File: src/rtl/pgwr_pkg.sv
package pgwr_pkg;
  // one event is served per cycle, listed from highest priority down
  typedef enum logic [2:0] {
    EV_NONE   = 3'd0,
    EV_STOP   = 3'd1,
    EV_LOAD   = 3'd2,
    EV_BYTE   = 3'd3,
    EV_SAMPLE = 3'd4
  } pgwr_ev_e;
endpackage

File: src/rtl/pgwr_store.sv
module pgwr_store #(
  parameter int OFS_W  = 6,
  parameter int DATA_W = 8
) (
  input  logic              clk,
  input  logic              rst_n,
  input  logic              clr_i,
  input  logic              wr_en_i,
  input  logic [OFS_W-1:0]  wr_ofs_i,
  input  logic [DATA_W-1:0] wr_data_i,
  input  logic [OFS_W-1:0]  rd_ofs_i,
  output logic [DATA_W-1:0] rd_data_o,
  output logic              rd_valid_o
);
  localparam int DEPTH = 1 << OFS_W;

  logic [DATA_W-1:0] data_q [DEPTH];
  logic              vld_q  [DEPTH];

  for (genvar g = 0; g < DEPTH; g++) begin : g_slot
    logic hit;
    assign hit = wr_en_i && (wr_ofs_i == OFS_W'(g));

    always_ff @(posedge clk) begin
      if (!rst_n)     vld_q[g] <= 1'b0;
      else if (clr_i) vld_q[g] <= 1'b0;
      else if (hit)   vld_q[g] <= 1'b1;
    end

    always_ff @(posedge clk) begin
      if (hit) data_q[g] <= wr_data_i;
    end
  end

  assign rd_data_o  = data_q[rd_ofs_i];
  assign rd_valid_o = vld_q[rd_ofs_i];
endmodule

File: src/rtl/pgwr_cycle.sv
module pgwr_cycle #(
  parameter int OFS_W     = 6,
  parameter int WR_CYCLES = 500000
) (
  input  logic             clk,
  input  logic             rst_n,
  input  logic             start_i,
  output logic             busy_o,
  output logic             walk_o,
  output logic [OFS_W-1:0] walk_ofs_o
);
  localparam int CNT_W = $clog2(WR_CYCLES + 1);
  localparam int IDX_W = OFS_W + 1;

  logic             busy_q;
  logic [CNT_W-1:0] cnt_q;
  logic [IDX_W-1:0] idx_q;

  always_ff @(posedge clk) begin
    if (!rst_n) begin
      busy_q <= 1'b0;
      cnt_q  <= '0;
      idx_q  <= '0;
    end else if (start_i) begin
      busy_q <= 1'b1;
      cnt_q  <= CNT_W'(WR_CYCLES - 1);
      idx_q  <= '0;
    end else if (busy_q) begin
      if (cnt_q == '0) busy_q <= 1'b0;
      else             cnt_q  <= cnt_q - CNT_W'(1);
      if (!idx_q[OFS_W]) idx_q <= idx_q + IDX_W'(1);
    end
  end

  assign busy_o     = busy_q;
  assign walk_o     = busy_q && !idx_q[OFS_W];
  assign walk_ofs_o = idx_q[OFS_W-1:0];
endmodule

File: src/rtl/pgwr_ctrl.sv
module pgwr_ctrl
  import pgwr_pkg::*;
#(
  parameter int ADDR_W    = 14,
  parameter int OFS_W     = 6,
  parameter int DATA_W    = 8,
  parameter int WR_CYCLES = 500000
) (
  input  logic              clk,
  input  logic              rst_n,
  input  logic              addr_load_i,
  input  logic [ADDR_W-1:0] addr_i,
  input  logic              wp_sample_i,
  input  logic              wp_pin_i,
  input  logic              byte_valid_i,
  output logic              byte_ready_o,
  input  logic [DATA_W-1:0] byte_data_i,
  input  logic              stop_i,
  output logic              ack_valid_o,
  output logic              ack_o,
  output logic              busy_o,
  output logic [ADDR_W-1:0] cur_addr_o,
  output logic              arr_we_o,
  output logic [ADDR_W-1:0] arr_addr_o,
  output logic [DATA_W-1:0] arr_data_o
);
  localparam int PG_W = ADDR_W - OFS_W;

  logic [PG_W-1:0]  page_q;
  logic [OFS_W-1:0] ofs_q;
  logic             sess_q, has_data_q, rej_q, wp_q;
  logic             ack_v_q, ack_q;
  pgwr_ev_e         ev;
  logic             byte_ok, commit_go;
  logic             walk;
  logic [OFS_W-1:0] walk_ofs;
  logic [DATA_W-1:0] slot_data;
  logic             slot_vld;

  assign byte_ready_o = !busy_o && !stop_i && !addr_load_i;

  always_comb begin
    ev = EV_NONE;
    if (!busy_o) begin
      if (stop_i)                            ev = EV_STOP;
      else if (addr_load_i)                  ev = EV_LOAD;
      else if (byte_valid_i && byte_ready_o) ev = EV_BYTE;
      else if (wp_sample_i)                  ev = EV_SAMPLE;
    end
  end

  // the protect latch only matters for the first byte of a session
  assign byte_ok   = sess_q && !rej_q && (has_data_q || !wp_q);
  assign commit_go = (ev == EV_STOP) && sess_q && has_data_q && !rej_q;

  always_ff @(posedge clk) begin
    if (!rst_n) begin
      page_q     <= '0;
      ofs_q      <= '0;
      sess_q     <= 1'b0;
      has_data_q <= 1'b0;
      rej_q      <= 1'b0;
      wp_q       <= 1'b0;
      ack_v_q    <= 1'b0;
      ack_q      <= 1'b0;
    end else begin
      ack_v_q <= (ev == EV_BYTE);
      ack_q   <= (ev == EV_BYTE) && byte_ok;
      case (ev)
        EV_STOP: begin
          sess_q     <= 1'b0;
          has_data_q <= 1'b0;
          rej_q      <= 1'b0;
          wp_q       <= 1'b0;
        end
        EV_LOAD: begin
          sess_q     <= 1'b1;
          page_q     <= addr_i[ADDR_W-1:OFS_W];
          ofs_q      <= addr_i[OFS_W-1:0];
          has_data_q <= 1'b0;
          rej_q      <= 1'b0;
          wp_q       <= 1'b0;
        end
        EV_BYTE: begin
          if (byte_ok) begin
            ofs_q      <= ofs_q + OFS_W'(1);
            has_data_q <= 1'b1;
          end else if (sess_q && !has_data_q) begin
            rej_q <= 1'b1;
          end
        end
        EV_SAMPLE: begin
          if (sess_q && !has_data_q && !rej_q) wp_q <= wp_pin_i;
        end
        default: ;
      endcase
    end
  end

  pgwr_store #(.OFS_W(OFS_W), .DATA_W(DATA_W)) store_i (
    .clk       (clk),
    .rst_n     (rst_n),
    .clr_i     (ev == EV_LOAD),
    .wr_en_i   ((ev == EV_BYTE) && byte_ok),
    .wr_ofs_i  (ofs_q),
    .wr_data_i (byte_data_i),
    .rd_ofs_i  (walk_ofs),
    .rd_data_o (slot_data),
    .rd_valid_o(slot_vld)
  );

  pgwr_cycle #(.OFS_W(OFS_W), .WR_CYCLES(WR_CYCLES)) cycle_i (
    .clk       (clk),
    .rst_n     (rst_n),
    .start_i   (commit_go),
    .busy_o    (busy_o),
    .walk_o    (walk),
    .walk_ofs_o(walk_ofs)
  );

  assign ack_valid_o = ack_v_q;
  assign ack_o       = ack_q;
  assign cur_addr_o  = {page_q, ofs_q};
  assign arr_we_o    = walk && slot_vld;
  assign arr_addr_o  = {page_q, walk_ofs};
  assign arr_data_o  = slot_data;
endmodule

File: config.mk
export PLATFORM = sky130hd
export DESIGN_NAME = pgwr_ctrl
export DESIGN_NICKNAME = d
export VERILOG_FILES = /design/src/rtl/pgwr_pkg.sv /design/src/rtl/pgwr_store.sv /design/src/rtl/pgwr_cycle.sv /design/src/rtl/pgwr_ctrl.sv
export SDC_FILE = /design/constraint.sdc
export NUM_CORES = 1
export LEC_CHECK = 0
export BUFFER_PORTS_ARGS = -buffer_cell sky130_fd_sc_hd__buf_2
export CAP_MARGIN = 20
export CORE_MARGIN = 8
export CORE_UTILIZATION = 58
export CTS_CLUSTER_SIZE = 12
export DETAILED_ROUTE_END_ITERATION = 16
export PLACE_DENSITY = 0.85
export SETUP_SLACK_MARGIN = 0.4
export SLEW_MARGIN = 15
export SYNTH_ARGS = -nofsm -noshare
export SYNTH_HDL_FRONTEND = slang
export SYNTH_SLANG_ARGS = --single-unit
File: constraint.sdc
create_clock -name clk -period 3.41 [get_ports clk]
set_clock_uncertainty 0.15 [all_clocks]
set_input_delay 0.341 -clock clk [delete_from_list [all_inputs] [get_ports clk]]
set_output_delay 0.341 -clock clk [all_outputs]
set_load 0.05 [all_outputs]
==> results_dict.tcl <==
set metrics [dict create \
    rsz0062_at_grt "true" \
    seqPwrFrac_pct 56.2 \
    synth_area_um2 25600 \
    regToRegEndpoint "store_i.data_q[18][2]" \
    area_delta_synth_final_pct 17.3 \
    clock_power_share_pct 41.3 \
    syn_avg_cell_area_um2 17.1 \
    first_iter_violations 2654 \
    worst_pin_slew_ns 0.899 \
    yosys_warnings 0 \
    endpoint_kind "output pin" \
    io_buffer_count 69 \
    h-tree-depth 2 \
    layout_commonest_cell "edfxtp_1" \
    ys_ff_latch 629 \
    grt_pass1_wl_um 101000 \
    synth_enable_flop_cells 575 \
    yosys.area_share.simple_pct 6.08 \
    io_pins 70 \
    cts_tree "yes" \
    synthAdderAreaFrac_pct 0.342 \
    fp.coreArea_um2 43800 \
    slew_violations 0 \
    finalSetupTns_ns -0.298 \
    critPathMaxFanout 7 \
    synthArstFlopShare_pct 0 \
    rr_worst_depth 6 \
    dieArea_um2 51100 \
    die_x_um 226 \
    cts-root-buf "clkbuf_16" \
    ys.flop_type "edfxtp_1" \
    start_util_pct 58.3 \
    clkTransAtPathRegs_ns 0.06 \
    finalPower_uw 15100 \
    mostFrequentLayoutCells "edfxtp_1, nor2_1, buf_4, mux4_2, o21ai_0" \
    min_to "ofs_q[1]" \
    swShare_pct 20.8 \
    reg2reg_from "cycle_i.busy_o" \
    vias_per_cell 7.02 \
    arrival_ns 3.03 \
    synth_top_family_by_area "multiplexers" \
    synth-compound-area-share_pct 5.18 \
    drive_gt1_share_pct 32.0 \
    gr-total-overflow 0 \
    grtUsageTotal_pct 27.1 \
    powerDensity_nw_per_um2 503 \
    violations "setup timing" \
    start_kind "flip-flop" \
    yosysSeqAreaShare_pct 71.7 \
    fillers 2510 \
    drt-wirelength-per-cell_um 31.3 \
    die_h_um 226 \
    power_frac_comb_pct 2.6 \
    ff2ff_setup_slack_ns 0.53 \
    multi_input_area_um2 6900 \
    clk_path_buf_depth 3 \
    hold_viol 0 \
    pre_cts_ws_ns 0.194 \
    antenna_found_initial 0 \
    crit_type "reg2out" \
    via_count 16200 \
    hpwl_um 38100 \
    holdPathStages 4 \
    relSlewSlack_pct 39.8 \
    seqCellArea_um2 18400 \
    synth_cell_types 69 \
    synthXorXnorAreaFrac_pct 0.514 \
    power.switching_uw 3140 \
    synthMuxAreaShare_pct 13.5 \
    rows 77 \
    min_period_ns 3.52 \
    setup_violations 6 \
    drc 0 \
    vdd_drop_max_v 0.000437 \
    cts_sinks 629 \
    grt_pass1_vias 15900 \
    setup_slack_ns -0.108 \
    postRouteAntennaNets 0 \
    synth_fp_nets 1531 \
    fin_crit_sh_pct 103 \
    hp-start "addr_i[1]" \
    syn-instance-count 1495 \
    hold_path_class "in2reg" \
    dr.pass1.iters 6 \
    cts-buffers-inserted 61 \
    clk_latency_ns 0.62 \
    antenna_cells 0 \
    wl_um 72100 \
    nets 1722 \
    place_congestion 0.867 \
    internal-power_uw 11900 \
    status "complete, but fails checks" \
    critPathRequiredTime_ns 2.92 \
    power.leakage_uw 0.00971 \
    drv_cap 0 \
    grt_max_degree 65 \
    fmax_mhz 284 \
]
-- timing repair --
action                                 in CTS  in global routing
hold buffers                               16                  0
endpoints found under the hold margin      17                  0
setup endpoints to repair                   9                 22
setup buffers                              15                 14
pin swaps                                   6                 14
gates cloned                                1                  4
gates resized for setup                    66                 53
-- synthesized netlist by cell type (9+ instances only) --
library cell  instances  area (um2)
o221ai_1             10        87.6
xor2_1               13         114
o22ai_1              20         125
nand4_1              13        81.3
nor2_1              182         683
a21oi_1              33         165
nand2_1              46         173
buf_2                38         190
nor2b_1               9        56.3
buf_4                27         203
nand3_1              18        90.1
mux4_2              138        3110
clkbuf_1             56         210
nor3_1               17        85.1
inv_1                 9        33.8
dfxtp_1              54        1080
edfxtp_1            575       17300
o21ai_0              82         410
mux2i_1              11         110
mux2_2               21         236
-- power by group through the flow --
stage                     Sequential (uW)  Clock, uW  Combinational (uW)
final                                8470       6230                 386
after global routing                 8470       6490                 406
after CTS                            8480       6140                 371
after detailed placement             8640          0                 354
after global placement               8640          0                 335
after floorplan                      8660          0                 164
-- logic make-up (layout without fill, tap and decap cells) --
| kind of cell | count (synthesis) | after routing |
|---|---|---|
| DFF | 629 | 629 |
| and+or+nand+nor | 333 | 333 |
| AOI/OAI and AO/OA | 206 | 206 |
| muxes | 170 | 170 |
| buffers and inverters | 135 | 353 |
| xor gates and xnor gates | 15 | 15 |
| adders and majority gates | 7 | 7 |
-- routing by layer --
layer	vias to the layer above	track usage, %	share of wire [%]
met4	0	14.7	5.8
met1	8017	34.9	33
met3	305	6.34	13
li1	6262	-	-
met2	1596	42.5	48
met5	-	0	0
-- critical path, cell delays in order (launching register included) --
cell	delay (ns)
dfxtp_4	0.48
buf_12	0.19
mux4_2	0.56
mux2_4	0.31
a221oi_4	0.28
a311o_1	0.28
o21ai_4	0.12
buf_12	0.18
-- flip-flops by register name, summed over array words and instances, names as in the netlist, named ones only --
register and cells:
sess_q 1, page_q 8, rej_q 1, ack_o 1, cycle_i.cnt_q 19, store_i.vld_q 64, store_i.data_q 512, has_data_q 1
ack_valid_o 1, wp_q 1, ofs_q 6, cycle_i.idx_q 7, cycle_i.busy_o 1
-- layout make-up --
type,instances,share of cell area (%)
Timing Repair Buffer,254,7.40
Multi-Input combinational cell,731,23.0
Tap cell,592,2.47
Sequential cell,629,61.2
Clock buffer,79,5.49
Inverter,9,0.113
Clock inverter,11,0.284
-- stage by stage --
step                instance area (um2)  hold slack, ns  util [%]  std cells
global placement                  27100           0.295      61.9       2165
floorplan                         25600           0.286         -       1495
global route                      30000          0.0534      68.4       2305
detailed placement                27100           0.306      61.9       2165
CTS                               29500          0.0213      67.3       2287
finish                            30000          0.0507      68.4       2305
-- worst max path at each step --
stage	end	slack (ns)	start
6_report	arr_data_o[3]	-0.11	flip-flop
2_1_floorplan	arr_data_o[6]	0.50	flip-flop
3_5_place_dp	arr_data_o[2]	0.19	flip-flop
3_3_place_gp	arr_data_o[5]	0.23	flip-flop
5_1_grt	arr_data_o[3]	-0.14	flip-flop
4_1_cts	arr_data_o[2]	-0.02	flip-flop
No activity file was read; power rests on OpenSTA's default activity.
